File: config.mk
export PLATFORM = sky130hd
export DESIGN_NAME = raster_timing_gen
export DESIGN_NICKNAME = d
export VERILOG_FILES = /design/src/rtl/rtg_pkg.sv /design/src/rtl/rtg_regs.sv /design/src/rtl/rtg_axis.sv /design/src/rtl/rtg_outs.sv /design/src/rtl/raster_timing_gen.sv
export SDC_FILE = /design/constraint.sdc
export NUM_CORES = 1
export LEC_CHECK = 0
export ABC_AREA = 1
export BUFFER_PORTS_ARGS = -buffer_cell sky130_fd_sc_hd__buf_2
export CAP_MARGIN = 30
export CORE_MARGIN = 10
export CORE_UTILIZATION = 65
export CTS_CLUSTER_SIZE = 40
export DETAILED_ROUTE_END_ITERATION = 6
export PLACE_DENSITY = 0.85
export SLEW_MARGIN = 30
export SYNTH_ARGS = -nofsm -noshare
export SYNTH_HDL_FRONTEND = slang
export SYNTH_SLANG_ARGS = --single-unit
File: constraint.sdc
create_clock -name clk -period 6.04 [get_ports clk]
set_clock_uncertainty 0.2 [all_clocks]
set_input_delay 0.604 -clock clk [delete_from_list [all_inputs] [get_ports clk]]
set_output_delay 0.604 -clock clk [all_outputs]
set_load 0.02 [all_outputs]
File: src/rtl/rtg_pkg.sv
// Shared types and constants for the raster timing generator.
// Assumes a single clock domain; the address map is fixed here.
package rtg_pkg;
    typedef enum logic [1:0] {
        PH_SYNC  = 2'd0,
        PH_BACK  = 2'd1,
        PH_ACT   = 2'd2,
        PH_FRONT = 2'd3
    } phase_t;

    localparam int ADDR_CMD  = 0;
    localparam int ADDR_POL  = 1;
    localparam int ADDR_TIM0 = 2;
    localparam int NUM_PHASE = 4;
    localparam int NUM_TIM   = 2 * NUM_PHASE;

    localparam int POL_HS  = 0;
    localparam int POL_VS  = 1;
    localparam int POL_DE  = 2;
    localparam int POL_DAT = 3;
    localparam int POL_W   = 4;
endpackage

File: src/rtl/rtg_regs.sv
// Register store: command, polarity and the eight phase lengths.
// Write-only port; unmapped addresses are ignored. Assumes DW >= CW.
module rtg_regs #(
    parameter int AW = 4,
    parameter int DW = 16,
    parameter int CW = 12
) (
    input  logic                                 clk,
    input  logic                                 rst_n,
    input  logic                                 cfg_we,
    input  logic [AW-1:0]                        cfg_addr,
    input  logic [DW-1:0]                        cfg_wdata,
    output logic                                 run_q,
    output logic [rtg_pkg::POL_W-1:0]            pol_q,
    output logic [rtg_pkg::NUM_TIM-1:0][CW-1:0]  tim_q
);
    import rtg_pkg::*;

    localparam logic [AW-1:0] A_CMD = AW'(ADDR_CMD);
    localparam logic [AW-1:0] A_POL = AW'(ADDR_POL);

    // Command and polarity registers.
    always_ff @(posedge clk) begin
        if (!rst_n) begin
            run_q <= 1'b0;
            pol_q <= '1;
        end else if (cfg_we) begin
            if (cfg_addr == A_CMD) run_q <= cfg_wdata[0];
            if (cfg_addr == A_POL) pol_q <= cfg_wdata[POL_W-1:0];
        end
    end

    // One length register per phase per axis.
    for (genvar i = 0; i < NUM_TIM; i++) begin : g_tim
        localparam logic [AW-1:0] A_TIM = AW'(ADDR_TIM0 + i);
        always_ff @(posedge clk) begin
            if (!rst_n)
                tim_q[i] <= '0;
            else if (cfg_we && cfg_addr == A_TIM)
                tim_q[i] <= cfg_wdata[CW-1:0];
        end
    end
endmodule

File: src/rtl/rtg_axis.sv
// One axis counter: walks sync, back, active, front phases, each lasting
// its programmed length plus one steps. Clear returns it to sync, count 0.
// Assumes lengths stay constant while stepping.
module rtg_axis #(
    parameter int CW = 12
) (
    input  logic            clk,
    input  logic            rst_n,
    input  logic            clear,
    input  logic            step,
    input  logic [CW-1:0]   len_sync,
    input  logic [CW-1:0]   len_back,
    input  logic [CW-1:0]   len_act,
    input  logic [CW-1:0]   len_front,
    output rtg_pkg::phase_t phase,
    output logic [CW-1:0]   cnt,
    output logic            at_end
);
    import rtg_pkg::*;

    logic [CW-1:0] cur_len;
    logic          last;

    // Select the length of the current phase.
    always_comb begin
        case (phase)
            PH_SYNC:  cur_len = len_sync;
            PH_BACK:  cur_len = len_back;
            PH_ACT:   cur_len = len_act;
            default:  cur_len = len_front;
        endcase
        last   = (cnt == cur_len);
        at_end = last && (phase == PH_FRONT);
    end

    // Advance count and phase.
    always_ff @(posedge clk) begin
        if (!rst_n || clear) begin
            phase <= PH_SYNC;
            cnt   <= '0;
        end else if (step) begin
            if (last) begin
                phase <= phase_t'(phase + 2'd1);
                cnt   <= '0;
            end else begin
                cnt <= cnt + 1'b1;
            end
        end
    end
endmodule

File: src/rtl/rtg_outs.sv
// Output forming: raw phase decodes gated by run, then polarity applied.
// Purely combinational from registered state; no input feeds through.
module rtg_outs #(
    parameter int CW = 12
) (
    input  logic                       run,
    input  logic [rtg_pkg::POL_W-1:0]  pol,
    input  rtg_pkg::phase_t            h_phase,
    input  logic [CW-1:0]              h_cnt,
    input  rtg_pkg::phase_t            v_phase,
    input  logic [CW-1:0]              v_cnt,
    output logic                       hsync_o,
    output logic                       vsync_o,
    output logic                       de_o,
    output logic                       data_inv_o,
    output logic                       vblank_o,
    output logic [CW-1:0]              px_x,
    output logic [CW-1:0]              px_y
);
    import rtg_pkg::*;

    logic hs_raw, vs_raw, h_act, v_act, de_raw;

    // Decode phases into active-high raw strobes and coordinates.
    always_comb begin
        hs_raw   = run && (h_phase == PH_SYNC);
        vs_raw   = run && (v_phase == PH_SYNC);
        h_act    = run && (h_phase == PH_ACT);
        v_act    = run && (v_phase == PH_ACT);
        de_raw   = h_act && v_act;
        vblank_o = run && (v_phase == PH_FRONT) && (v_cnt == '0)
                   && (h_phase == PH_SYNC) && (h_cnt == '0);
        px_x     = h_act ? h_cnt : '0;
        px_y     = v_act ? v_cnt : '0;
    end

    // Apply polarity: a set bit keeps the raw level, a clear bit inverts.
    always_comb begin
        hsync_o    = pol[POL_HS] ? hs_raw : !hs_raw;
        vsync_o    = pol[POL_VS] ? vs_raw : !vs_raw;
        de_o       = pol[POL_DE] ? de_raw : !de_raw;
        data_inv_o = !pol[POL_DAT];
    end
endmodule

File: src/rtl/raster_timing_gen.sv
// Top of the raster timing generator: register store, two axis counters
// and output forming. The vertical axis steps at the end of each line.
module raster_timing_gen #(
    parameter int AW = 4,
    parameter int DW = 16,
    parameter int CW = 12
) (
    input  logic          clk,
    input  logic          rst_n,
    input  logic          cfg_we,
    input  logic [AW-1:0] cfg_addr,
    input  logic [DW-1:0] cfg_wdata,
    output logic          hsync_o,
    output logic          vsync_o,
    output logic          de_o,
    output logic          data_inv_o,
    output logic          vblank_o,
    output logic [CW-1:0] px_x,
    output logic [CW-1:0] px_y
);
    import rtg_pkg::*;

    logic                          run_q;
    logic [POL_W-1:0]              pol_q;
    logic [NUM_TIM-1:0][CW-1:0]    tim_q;
    phase_t                        h_phase, v_phase;
    logic [CW-1:0]                 h_cnt, v_cnt;
    logic                          h_end, v_end;

    rtg_regs #(.AW(AW), .DW(DW), .CW(CW)) u_regs (
        .clk(clk), .rst_n(rst_n), .cfg_we(cfg_we), .cfg_addr(cfg_addr),
        .cfg_wdata(cfg_wdata), .run_q(run_q), .pol_q(pol_q), .tim_q(tim_q)
    );

    rtg_axis #(.CW(CW)) u_hax (
        .clk(clk), .rst_n(rst_n), .clear(!run_q), .step(run_q),
        .len_sync(tim_q[0]), .len_back(tim_q[1]),
        .len_act(tim_q[2]), .len_front(tim_q[3]),
        .phase(h_phase), .cnt(h_cnt), .at_end(h_end)
    );

    rtg_axis #(.CW(CW)) u_vax (
        .clk(clk), .rst_n(rst_n), .clear(!run_q), .step(run_q && h_end),
        .len_sync(tim_q[4]), .len_back(tim_q[5]),
        .len_act(tim_q[6]), .len_front(tim_q[7]),
        .phase(v_phase), .cnt(v_cnt), .at_end(v_end)
    );

    rtg_outs #(.CW(CW)) u_outs (
        .run(run_q), .pol(pol_q),
        .h_phase(h_phase), .h_cnt(h_cnt), .v_phase(v_phase), .v_cnt(v_cnt),
        .hsync_o(hsync_o), .vsync_o(vsync_o), .de_o(de_o),
        .data_inv_o(data_inv_o), .vblank_o(vblank_o),
        .px_x(px_x), .px_y(px_y)
    );

    logic unused_v_end;
    assign unused_v_end = v_end;
endmodule

* After elaboration in Yosys (flattened, before gate mapping)
Index checks and enable logic that the tools add are counted.
** Storage, ports and cells
- Output and inout port bits :: 29
- Register bits :: 129
- Logic and storage cells :: 79
** Operators by class
- Mux-type cells :: 9
- Add/sub/neg operators :: 4
- Eq/ne operators :: 17
- Reductions and logical operators :: 35
** Operators with widths (number)
- $pmux 12 s3 :: 2
- $mux 12 :: 4
- $add 12x1->12 const B :: 2
- $eq 12x12->1 :: 2
- $logic_not 12->1 :: 2
- $logic_and 1x1->1 :: 19
- $eq 4x3->1 const B :: 4
- $eq 2x2->1 const B :: 4
- $eq 4x2->1 const B :: 2
- $eq 4x4->1 const B :: 2
- $reduce_and 2->1 :: 4
- $logic_not 1->1 :: 6
- $add 2x1->2 const B :: 2
- $eq 2x1->1 const B :: 2
- $eq 4x1->1 const B :: 1
- $logic_not 2->1 :: 2
- $logic_not 4->1 :: 1
- $mux 1 :: 3
- $logic_or 1x1->1 :: 1

* Longest topological paths before layout
- Depth after elaboration :: 6
- Depth in mapped cells :: 18
- Depth with buffers taken out :: 17

* Modules after synthesis
From an unflattened synthesis, not the netlist that was laid out.
** Unflattened totals
- Cell total of the unflattened synthesis :: 1183
- Area, all modules :: 7231.9 µm²
** By module, submodules not included
- rtg_regs :: cells each 572, area each 4023.9 µm², instances 1, sequential area each 2021.9 µm²
- rtg_axis :: cells each 259, area each 1416.4 µm², instances 2, sequential area each 280.3 µm²
- rtg_outs :: cells each 90, area each 364.1 µm², instances 1, sequential area each 0.0 µm²
- raster_timing_gen :: cells each 3, area each 11.3 µm², instances 1, sequential area each 0.0 µm²

* Worst setup path before layout
OpenSTA, ideal clock, no wires.
- Path type :: register -> output
- Start :: register u_hax.phase[0]
- End :: output port vblank_o
- Slack :: 3.493 ns
- Buffers on the path :: 1
- Cell stages (with the launch flop) :: 8
- Arrival :: 1.743 ns
- Cells stage by stage :: dfxtp_1 -> inv_1 -> ha_1 -> buf_2 -> nand2_1 -> nor2_1 -> nand3_1 -> nor4_1
** On the way
- Cells in the longest elaborated chain, start to end :: 3
** RTL lines
- from (decl) :: RTL line rtg_axis.sv:15 : output rtg_pkg::phase_t phase,
- from (signal assigned) :: RTL line rtg_axis.sv:43 : phase <= phase_t'(phase + 2'd1);
- $logic_not 2->1 :: RTL line rtg_outs.sv:32 : && (h_phase == PH_SYNC) && (h_cnt == '0);
- $logic_and 1x1->1 (2 in a row) :: RTL line rtg_outs.sv:32
- to (decl) :: RTL line raster_timing_gen.sv:17 : output logic vblank_o,
Every way passes these cells.

* Worst setup path in the final report
- Start :: register u_hax.phase[0]
- End :: output port de_o
** On the way
- Cells in the longest elaborated chain, start to end :: 5
** RTL lines
- $eq 2x2->1 * :: RTL line rtg_outs.sv:28 : h_act = run && (h_phase == PH_ACT);
- $logic_and 1x1->1 * :: RTL line rtg_outs.sv:28
- $logic_and 1x1->1 * :: RTL line rtg_outs.sv:30 : de_raw = h_act && v_act;
- $logic_not 1->1 :: RTL line rtg_outs.sv:41 : de_o = pol[POL_DE] ? de_raw : !de_raw;
- $mux 1 * :: RTL line rtg_outs.sv:41
- to (decl) :: RTL line raster_timing_gen.sv:15 : output logic de_o,
Every way passes the cells marked *; elsewhere a longest branch is shown, timed or not.

==> run metrics <==
status finished clean; CTS sink cnt approximately 130; critical path type reg2out; slowest stage cell, crit path ha_1; Die Ht around 120 µm; Arrival @ worst endpoint between 2 and 3 ns; Netlist cell types 29; Post-CTS Repair Setup Buffers 0; vias in the first global route 6519; io pins 52; DIE WIDTH between 100 and 150 µm; area grow syn2layout 10.7%; cell accounting for the most synthesized area dfxtp_1; most frequent cells in the layout 271 x nor2_1, 247 x nand2_1, 129 x dfxtp_1, 102 x o21ai_0, 83 x nand3_1; startpoint types flop; CP cell instances inv_1 > ha_1 > nand2_1 > nor2_1 > xnor2_1 > buf_2; worst path bufs/invs 2; final-report setup violation count 0; total CTS buffers 17; GRT Total Usage 0.262; Post-Syn Nets 1112; vias per cell 5.66; #FFs+latches synth 129; Power Total ~0.0019 W; area of the multi-input gates 0.00367 mm²; Final Wtd Congestion slightly above 0.9; worst vdd ir 0.000195 V; reg2reg path depth 12; worst skew pair latency between 0.5 and 0.6 ns; buffers added on ports 47; Core Region 0.0102 mm²; H-tree depth 4; Top delay family on crit path simple AND/OR/NAND/NOR gates; maxcap violations 0; share of the synthesized area in the top cell type 0.381; FF/Latch Area 0.00258 mm²; Reg2Reg Setup Slack 2.53 ns; first-pass GRT wire length ~32000 µm; top achievable clock speed 0.282 GHz; FF-to-FF End u_vax.cnt[8]; Leak Pwr 3.48 nW; share of post-route cells with drive strength above 1 0.0864; prevailing post-synth register cell dfxtp_1; critical path capture point type output port; Fin Setup TNS 0 ns; row count 37; Ant. Diodes 0; largest net degree at the start of global routing 103; ys async rst share 0; hpwl dp roughly 13000 µm; Slew @ Worst Pin 0.887 ns; drt total wl 19300 µm; Slew Viols, Final 0; routed len/inst ~16 µm; Final Core Density 0.734; RSZ-0062 raised after global routing false; NumNets Final 1124; initial antenna violation count 0; Yosys Warn Count 0; clock root buffer clkbuf_8; Layout fillers 907; Rel. slew slack 0.408; Worst Hold Depth 3; mean post-synth cell area 6.31 µm²; Pre-Repair DR Iteration Count 6; PwrDens 252 mW/mm²; Worst path max stage delay roughly 0.57 ns; CTS tree done; Hold Fails Final Rpt 0; Reg-to-Reg Start u_hax.phase[0]; CTS max path bufs 2; Die Area 0.0149 mm²; Area contributors post-synth dfxtp_1 38%, nor2_1 15%, nand2_1 14%; commonest non-fill, non-tap cell in the layout nor2_1; Final min period 3.55 ns; Via Count 6999; Min-Delay Endpoint u_regs.run_q; hold_ws 0.227 ns; Seq/Total Area, Yosys 0.381; synthesized area a little under 0.007 mm²; PostCTS Resize Cnt 0; Starting Density 0.663; CTS hold repair buffers 0; DRC errors left 0; antenna viol nets, final 0; clock slew at reported path FFs 0.06 ns; WP data required 5.24 ns; Min-Delay Path Class in2reg; period utilization 0.587; Post-synth EDFFs 0; total gr overflow 0; hold wc startpoint cfg_we; 1st-iter DRT viols approximately 830; Synth Instances 1075; Crit Path Max Fanout 13
## layout make-up
| type | instances | share of cell area |
|---|---|---|
| clock buffers | 18 | 0.0570 |
| inverters | 76 | 0.0380 |
| multi-input cells | 811 | 0.488 |
| clock inverters | 14 | 0.0143 |
| well taps | 136 | 0.0226 |
| repair buffers | 52 | 0.0363 |
| flip-flops and latches | 129 | 0.344 |
## cell usage after synthesis, types with 2 or more instances
cell type and number:
nor2_1 271, nand2_1 247, dfxtp_1 129, o21ai_0 102
nand3_1 83, inv_1 73, clkbuf_1 33, a21oi_1 20
nand4_1 18, xor2_1 17, buf_2 15, ha_1 14
nor3_1 9, clkbuf_2 8, or2_1 8, nor4_1 5
buf_1 3, inv_2 3, o211ai_1 3, or2_2 3
or2_0 2, xnor2_1 2
## logic make-up (layout without fill, tap and decap cells)
family          after synthesis  in the layout  synth area share
simple gates                651            651             0.395
buf+inv                     135            160            0.0789
fa+ha+maj                    14             14            0.0258
flops                       129            129             0.381
compound gates              127            127            0.0953
xor+xnor                     19             19            0.0245
## sequential cells by signal, indices dropped and copies added (netlist names)
register	count
u_regs.tim_q	96
u_hax.cnt	12
u_vax.cnt	12
u_regs.pol_q	4
u_hax.phase	2
u_vax.phase	2
u_regs.run_q	1
## power by group
group / total [W] / switching (W) / internal, W / leakage (nW)
clock network: 0.000928 / 0.000407 / 0.000520 / 0.264
registers: 0.000873 / 0.00000775 / 0.000866 / 1.04
logic: 0.0000938 / 0.0000683 / 0.0000255 / 2.17
## metrics by stage
| step | std cells | setup slack [ns] | area, µm² |
|---|---|---|---|
| after global placement | 1204 | 2.68 | 6980 |
| after global routing | 1236 | 2.30 | 7510 |
| after CTS | 1236 | 2.53 | 7510 |
| after floorplan | 1075 | 3.49 | 6790 |
| final | 1236 | 2.49 | 7510 |
| after detailed placement | 1204 | 2.66 | 6980 |
## per-layer routing
metal | share of wire | up-vias | track usage
met4 | 0.039 | 0 | 0.131
met3 | 0.060 | 59 | 0.0555
met1 | 0.40 | 3246 | 0.301
met2 | 0.50 | 263 | 0.454
li1 | - | 3431 | -
met5 | 0 | - | 0
## worst max path at each step
stage / start / end / slack, ns / cells after the start
after floorplan: u_hax.phase[0] / vblank_o / 3.49 / 7
after global placement: u_hax.phase[0] / u_vax.cnt[11] / 2.68 / 12
after detailed placement: u_hax.phase[0] / u_vax.cnt[2] / 2.66 / 12
after CTS: u_hax.phase[0] / de_o / 2.53 / 6
after global routing: u_hax.phase[0] / u_vax.cnt[8] / 2.30 / 12
final: u_hax.phase[0] / de_o / 2.49 / 6
## worst register-to-register path: cells and delay by family, from the launching register on
family,cells,cell delay (ns)
flip-flops,1,0.41
AND/OR/NAND/NOR,8,1.39
AO/OA/AOI/OAI,1,0.12
adder cells (fa/ha/maj),1,0.59
buffers and inverters,2,0.73
(Power assumes the default switching activity.)
